===== src/rtl/ata_pio_pkg.sv =====
package ata_pio_pkg;

    typedef enum logic [1:0] {
        PH_IDLE   = 2'd0,
        PH_SETUP  = 2'd1,
        PH_STROBE = 2'd2,
        PH_HOLD   = 2'd3
    } phase_e;

endpackage


===== src/rtl/ata_pio_phase_seq.sv =====
module ata_pio_phase_seq
    import ata_pio_pkg::*;
#(
    parameter int TW = 5
) (
    input  logic          clk,
    input  logic          rst_n,
    input  logic          start_i,
    input  logic          kill_i,
    input  logic [TW-1:0] setup_i,
    input  logic [TW-1:0] strobe_i,
    input  logic [TW-1:0] hold_i,
    output phase_e        phase_o,
    output logic          capture_o,
    output logic          word_end_o
);

    typedef struct packed {
        phase_e        ph;
        logic [TW-1:0] cnt;
    } seq_s;

    seq_s s_d, s_q;
    logic [TW-1:0] strb_m1;

    always_comb begin
        strb_m1    = (strobe_i == '0) ? '0 : strobe_i - 1'b1;
        capture_o  = (s_q.ph == PH_STROBE) && (s_q.cnt == '0);
        word_end_o = (capture_o && (hold_i == '0)) ||
                     ((s_q.ph == PH_HOLD) && (s_q.cnt == '0));
        s_d = s_q;
        case (s_q.ph)
            PH_SETUP: begin
                if (s_q.cnt == '0) begin
                    s_d.ph  = PH_STROBE;
                    s_d.cnt = strb_m1;
                end else begin
                    s_d.cnt = s_q.cnt - 1'b1;
                end
            end
            PH_STROBE: begin
                if (s_q.cnt == '0) begin
                    if (hold_i != '0) begin
                        s_d.ph  = PH_HOLD;
                        s_d.cnt = hold_i - 1'b1;
                    end else begin
                        s_d.ph  = PH_IDLE;
                    end
                end else begin
                    s_d.cnt = s_q.cnt - 1'b1;
                end
            end
            PH_HOLD: begin
                if (s_q.cnt == '0) s_d.ph = PH_IDLE;
                else               s_d.cnt = s_q.cnt - 1'b1;
            end
            default: s_d.cnt = '0;
        endcase
        if (start_i) begin
            if (setup_i != '0) begin
                s_d.ph  = PH_SETUP;
                s_d.cnt = setup_i - 1'b1;
            end else begin
                s_d.ph  = PH_STROBE;
                s_d.cnt = strb_m1;
            end
        end
        if (kill_i) begin
            s_d.ph  = PH_IDLE;
            s_d.cnt = '0;
        end
    end

    always_ff @(posedge clk or negedge rst_n) begin
        if (!rst_n) begin
            s_q.ph  <= PH_IDLE;
            s_q.cnt <= '0;
        end else begin
            s_q <= s_d;
        end
    end

    assign phase_o = s_q.ph;

    // a strobe phase with cycles left continues unless restarted or killed
    p_strobe_holds_r3: assert property (@(posedge clk) disable iff (!rst_n)
        (s_q.ph == PH_STROBE && s_q.cnt != '0 && !start_i && !kill_i) |=> (s_q.ph == PH_STROBE));

    // setup always hands over to the strobe phase
    p_setup_to_strobe_r2: assert property (@(posedge clk) disable iff (!rst_n)
        (s_q.ph == PH_SETUP && s_q.cnt == '0 && !start_i && !kill_i) |=> (s_q.ph == PH_STROBE));

endmodule


===== src/rtl/ata_pio_word_ctr.sv =====
module ata_pio_word_ctr #(
    parameter int CW = 16
) (
    input  logic          clk,
    input  logic          rst_n,
    input  logic          load_i,
    input  logic          multi_i,
    input  logic [CW-1:0] count_i,
    input  logic          step_i,
    input  logic          clear_i,
    output logic          last_o
);

    localparam int LW = CW + 1;

    logic [LW-1:0] left_d, left_q;

    always_comb begin
        left_d = left_q;
        if (step_i && left_q != '0) left_d = left_q - 1'b1;
        if (clear_i) left_d = '0;
        if (load_i) begin
            if (!multi_i)            left_d = LW'(1);
            else if (count_i == '0)  left_d = LW'(1) << CW;
            else                     left_d = {1'b0, count_i};
        end
        last_o = (left_q == LW'(1));
    end

    always_ff @(posedge clk or negedge rst_n) begin
        if (!rst_n) left_q <= '0;
        else        left_q <= left_d;
    end

    // the remaining count never exceeds the largest burst
    p_left_bound_r7: assert property (@(posedge clk) disable iff (!rst_n)
        left_q <= (LW'(1) << CW));

endmodule


===== src/rtl/ata_pio_engine.sv =====
module ata_pio_engine
    import ata_pio_pkg::*;
#(
    parameter int TW = 5,
    parameter int CW = 16,
    parameter int DW = 16,
    parameter int AW = 3
) (
    input  logic          clk,
    input  logic          rst_n,
    input  logic          cfg_wr,
    input  logic          cfg_enable,
    input  logic [TW-1:0] cfg_setup,
    input  logic [TW-1:0] cfg_strobe,
    input  logic [TW-1:0] cfg_hold,
    input  logic          cmd_wr,
    input  logic [AW-1:0] cmd_addr,
    input  logic          cmd_read,
    input  logic          cmd_stream,
    input  logic          cmd_multi,
    input  logic [CW-1:0] cmd_count,
    input  logic [DW-1:0] cmd_wdata,
    input  logic [DW-1:0] strm_wdata,
    output logic          strm_take,
    output logic          strm_rvalid,
    output logic          busy,
    output logic          tr_rdy,
    output logic          data_avail,
    output logic [DW-1:0] rd_data,
    output logic [AW-1:0] ata_addr,
    output logic          ata_rd_n,
    output logic          ata_wr_n,
    output logic [DW-1:0] ata_dout,
    output logic          ata_dout_en,
    input  logic [DW-1:0] ata_din
);

    typedef struct packed {
        logic          en;
        logic [TW-1:0] setup;
        logic [TW-1:0] strobe;
        logic [TW-1:0] hold;
        logic          active;
        logic          fin;
        logic [AW-1:0] addr;
        logic          rd;
        logic          strm;
        logic [DW-1:0] wdata;
        logic [DW-1:0] rdata;
        logic          dav;
        logic          trdy;
        logic          take;
        logic          rvalid;
    } eng_s;

    eng_s   r_d, r_q;
    phase_e phase;
    logic   capture, word_end, last_word;
    logic   seq_start, seq_kill, ctr_load, ctr_step, ctr_clear;

    ata_pio_phase_seq #(.TW(TW)) u_seq (
        .clk        (clk),
        .rst_n      (rst_n),
        .start_i    (seq_start),
        .kill_i     (seq_kill),
        .setup_i    (r_q.setup),
        .strobe_i   (r_q.strobe),
        .hold_i     (r_q.hold),
        .phase_o    (phase),
        .capture_o  (capture),
        .word_end_o (word_end)
    );

    ata_pio_word_ctr #(.CW(CW)) u_words (
        .clk     (clk),
        .rst_n   (rst_n),
        .load_i  (ctr_load),
        .multi_i (cmd_multi),
        .count_i (cmd_count),
        .step_i  (ctr_step),
        .clear_i (ctr_clear),
        .last_o  (last_word)
    );

    always_comb begin
        r_d        = r_q;
        r_d.trdy   = 1'b0;
        r_d.take   = 1'b0;
        r_d.rvalid = 1'b0;
        seq_start  = 1'b0;
        seq_kill   = 1'b0;
        ctr_load   = 1'b0;
        ctr_step   = 1'b0;
        ctr_clear  = 1'b0;

        if (cfg_wr) begin
            r_d.en     = cfg_enable;
            r_d.setup  = cfg_setup;
            r_d.strobe = cfg_strobe;
            r_d.hold   = cfg_hold;
        end

        if (!r_q.en) begin
            r_d.active = 1'b0;
            r_d.fin    = 1'b0;
            seq_kill   = 1'b1;
            ctr_clear  = 1'b1;
        end else if (cmd_wr) begin
            r_d.active = 1'b1;
            r_d.fin    = 1'b0;
            r_d.dav    = 1'b0;
            r_d.addr   = cmd_addr;
            r_d.rd     = cmd_read;
            r_d.strm   = cmd_stream;
            seq_start  = 1'b1;
            ctr_load   = 1'b1;
            if (!cmd_read) begin
                r_d.wdata = cmd_stream ? strm_wdata : cmd_wdata;
                r_d.take  = cmd_stream;
            end
        end else if (r_q.active) begin
            if (capture && r_q.rd) begin
                r_d.rdata = ata_din;
                if (r_q.strm) r_d.rvalid = 1'b1;
                else          r_d.dav    = 1'b1;
            end
            if (word_end) begin
                r_d.trdy = 1'b1;
                if (!last_word) begin
                    ctr_step  = 1'b1;
                    seq_start = 1'b1;
                    if (!r_q.rd && r_q.strm) begin
                        r_d.wdata = strm_wdata;
                        r_d.take  = 1'b1;
                    end
                end else begin
                    r_d.active = 1'b0;
                    r_d.fin    = 1'b1;
                    ctr_clear  = 1'b1;
                end
            end
        end else if (r_q.fin) begin
            r_d.fin = 1'b0;
        end
    end

    always_ff @(posedge clk or negedge rst_n) begin
        if (!rst_n) begin
            r_q <= '0;
        end else begin
            r_q <= r_d;
        end
    end

    assign busy        = r_q.active | r_q.fin;
    assign tr_rdy      = r_q.trdy;
    assign data_avail  = r_q.dav;
    assign rd_data     = r_q.rdata;
    assign strm_take   = r_q.take;
    assign strm_rvalid = r_q.rvalid;
    assign ata_addr    = r_q.addr;
    assign ata_dout    = r_q.wdata;
    assign ata_rd_n    = !((phase == PH_STROBE) && r_q.rd);
    assign ata_wr_n    = !((phase == PH_STROBE) && !r_q.rd);
    assign ata_dout_en = (phase != PH_IDLE) && !r_q.rd;

    // read and write strobes are never active together
    p_strobe_excl_r3: assert property (@(posedge clk) disable iff (!rst_n)
        !(!ata_rd_n && !ata_wr_n));

    // address is steady across consecutive strobe cycles of one command
    p_addr_steady_r4: assert property (@(posedge clk) disable iff (!rst_n)
        (!ata_rd_n && $past(!ata_rd_n) && !$past(cmd_wr)) |-> $stable(ata_addr));

    // write data is enabled whenever the write strobe is low
    p_dout_driven_r6: assert property (@(posedge clk) disable iff (!rst_n)
        !ata_wr_n |-> ata_dout_en);

    // ready is never raised once busy has dropped
    p_rdy_in_busy_r8: assert property (@(posedge clk) disable iff (!rst_n)
        tr_rdy |-> busy);

    // busy only falls after a ready cycle while enabled
    p_busy_fall_r8: assert property (@(posedge clk) disable iff (!rst_n)
        ($fell(busy) && r_q.en) |-> $past(tr_rdy));

    // a disabled engine is idle in the next cycle
    p_disabled_idle_r10: assert property (@(posedge clk) disable iff (!rst_n)
        !r_q.en |=> !busy);

endmodule


===== config.mk =====
export PLATFORM = sky130hd
export DESIGN_NAME = ata_pio_engine
export DESIGN_NICKNAME = d
export VERILOG_FILES = /design/src/rtl/ata_pio_pkg.sv /design/src/rtl/ata_pio_phase_seq.sv /design/src/rtl/ata_pio_word_ctr.sv /design/src/rtl/ata_pio_engine.sv
export SDC_FILE = /design/constraint.sdc
export NUM_CORES = 1
export LEC_CHECK = 0
export ABC_AREA = 1
export BUFFER_PORTS_ARGS = -buffer_cell sky130_fd_sc_hd__buf_2
export CAP_MARGIN = 20
export CORE_MARGIN = 2
export CORE_UTILIZATION = 54
export DETAILED_ROUTE_END_ITERATION = 8
export PLACE_DENSITY = 0.81
export SLEW_MARGIN = 15
export SYNTH_ARGS = -nofsm -noshare
export SYNTH_HDL_FRONTEND = slang
export SYNTH_SLANG_ARGS = --single-unit

===== constraint.sdc =====
create_clock -name clk -period 2.1 [get_ports clk]
set_input_delay 0.105 -clock clk [delete_from_list [all_inputs] [get_ports clk]]
set_output_delay 0.105 -clock clk [all_outputs]
set_load 0.005 [all_outputs]

==> results.py <==
metrics = {
    "outcome": {
        "status": "complete, no violations",
    },
    "logic_synthesis": {
        "ys_warn_count": 0,
        "ys_ff_latch": 83,
        "netlist_top_cells_area": "dfrtp_1, nand2_1, buf_4",
        "synth_area_mm2": 0.00522,
        "ys_seq_area_frac": 0.398,
        "synth_ff_type": "dfrtp_1",
        "synth.net_count": 780,
        "synth_top_area_cell": "dfrtp_1",
        "yosysMostFrequentCell": "nand2_1",
        "synth_area_per_cell_um2": 7.69,
        "asyncSetResetFlopFracSynth": 1.00,
        "synth_cells": 678,
        "synth_cell_types": 35,
        "ys_top_cells_by_count": "nand2_1, dfrtp_1, nor2_1",
        "synth_top_area_share": 0.398,
        "synth_edf_count": 0,
    },
    "setup_path": {
        "worstSetupStartpoint": "u_seq.phase_o[0]",
        "critPathLaunchType": "flop",
        "worst-setup-path-type": "flop to flop",
        "cp-end-kind": "flop",
        "required_ns": 2.40,
        "path_max_fanout": 22,
        "arrival_ns": 2.25,
        "worstReg2RegStart": "u_seq.phase_o[0]",
    },
    "drt": {
        "routed_wl_mm": 12.9,
        "drt_iter0_drc": 180,
        "drc": 0,
        "avgRoutedWirePerCell_um": 13.6,
        "dr_total_vias": 4854,
        "vias_per_cell": 5.10,
        "firstDrtPassIters": 4,
        "antenna_left": 0,
    },
    "power": {
        "ir_drop_mv": 0.378,
        "power_leakage_uw": 0.00344,
        "power_uw": 4900,
        "p_per_area_mw_per_mm2": 769,
    },
    "cells_and_area": {
        "layout.nets": 919,
        "finalCoreUtilization": 0.682,
        "drive_above_1_share": 0.249,
        "area_growth_pct": 22.0,
        "diodes": 0,
    },
    "job": {
        "cap_violations": 0,
    },
    "timing": {
        "tns_ns": 0,
        "relSlewSlack": 0.655,
        "fmax_mhz": 515,
        "slew_viol_final": 0,
        "finClkSkew_ns": 0.0125,
        "hold_ws_ns": 0.0102,
        "period_needed_ns": 1.94,
        "rsz0062_at_grt": "no",
        "hold_viol": 0,
        "worst_pin_slew_ns": 0.517,
        "finalCritPeriodShare": 0.925,
        "final-setup-viol-count": 0,
    },
    "global_route": {
        "track_usage": 0.254,
        "grt_antenna_before_repair": 0,
        "grt_max_degree": 40,
        "grt_overflow": 0,
        "grt_pass1_wl_mm": 21.3,
        "grt_pass1_vias": 4883,
    },
    "clocking": {
        "clk_path_buf_depth": 2,
        "cts_tree": "yes",
        "cts_buffers": 9,
        "clk_latency_ns": 0.36,
        "path_clk_slew_ns": 0.10,
        "cts-root-buf": "clkbuf_8",
        "cts_max_level": 3,
        "post_cts_buffers": 0,
        "cts.sinks": 83,
    },
    "die": {
        "start_util": 0.559,
        "dieArea_mm2": 0.0105,
        "design.core.area_mm2": 0.00933,
        "pin_count": 133,
        "rows": 35,
        "die_width_um": 102,
        "die_h_um": 102,
    },
    "min_path": {
        "min_path_type": "input pin to flop",
        "hp-start": "cmd_read",
    },
    "placed_design": {
        "gp_congestion": 0.972,
        "dp_hpwl_mm": 9.24,
        "portBuffers": 132,
    },
}
==> final cells by class <==
cell class,instances,area (um2)
fillers,759,2960
multi-input cells,486,2580
flip-flops and latches,83,2080
repair buffers,181,1130
inverters,56,210
well taps,129,161
clock buffers,10,138
clock inverters,6,71.3
==> cells in the final DEF (no fill, tap or decap), types with 5 or more instances in the layout <==
cell type	n
a21oi_1	21
buf_2	131
buf_4	12
clkbuf_8	10
dfrtp_1	83
dlygate4sd3_1	37
ha_1	12
inv_1	49
inv_2	7
mux2_1	9
mux2_2	10
nand2_1	219
nand3_1	22
nand3b_1	5
nand4_1	18
nor2_1	52
nor2_2	9
nor2_4	5
nor4_1	5
o21ai_0	31
o21ai_1	31
xnor2_1	7
xor2_1	12
==> critical path: stages (launching register included) <==
cell     delay, ns
dfrtp_1       0.42
inv_1         0.10
ha_1          0.19
inv_2         0.06
nand2_2       0.10
nand4_4       0.11
nor2_8        0.20
nand2_2       0.08
nand2_4       0.11
nand2_8       0.14
nor2_4        0.22
nand2_1       0.08
nand2_1       0.07
==> power breakdown <==
group	leakage [uW]	switching, uW	internal [uW]
Clock	0.0000995	626	593
Combinational	0.00225	951	678
Sequential	0.00109	196	1850
==> state kept, by name, indices dropped and copies added (netlist names) <==
name            cells
rd_data            16
u_seq.phase_o       2
tr_rdy              1
strm_take           1
r_q                20
data_avail          1
u_words.left_q     17
u_seq.s_q           5
strm_rvalid         1
ata_dout           16
ata_addr            3
==> logic make-up (layout without fill, tap and decap cells) <==
logic type	Yosys count	in the layout	synth area share
AOI/OAI and AO/OA	85	85	0.0825
xor gates and xnor gates	19	19	0.0319
adders and majority gates	12	12	0.0288
buffers and inverters	110	253	0.112
DFF	83	83	0.398
muxes	19	19	0.0410
and+or+nand+nor	350	351	0.305
==> repair_timing <==
item	in CTS	in global routing
endpoints found under the setup margin	0	33
hold buffers	37	0
resized for setup	0	3
endpoints found under the hold margin	73	0
==> final timing paths <==
kind | end | slack [ns] | depth (start not counted)
setup / recovery | ata_dout[0] | 0.16 | 12
hold reg to reg | ata_addr[0] | 0.48 | 2
max in group asynchronous | ata_dout[13] | 1.14 | 3
hold / removal | r_q[37] | 0.01 | 3
setup reg to reg | ata_dout[0] | 0.16 | 12
min in group asynchronous | u_words.left_q[9] | 0.24 | 2
==> metal layers <==
metal	vias to the layer above	wire length [um]	GRT usage
li1	2420	-	-
met1	2251	5510	0.309
met2	148	6510	0.447
met3	35	595	0.0472
met4	0	335	0.101
met5	-	0	0
==> metrics by stage <==
| stage | cells | setup WS, ns | area, um2 |
|---|---|---|---|
| 6_report | 951 | 0.158 | 6360 |
| 5_1_grt | 951 | 0.00715 | 6360 |
| 4_1_cts | 950 | 0.0862 | 6330 |
| 3_5_place_dp | 897 | 0.130 | 5760 |
| 3_3_place_gp | 897 | 0.228 | 5760 |
| 2_1_floorplan | 678 | 0.262 | 5220 |
Power figures use the tool's default switching activity.
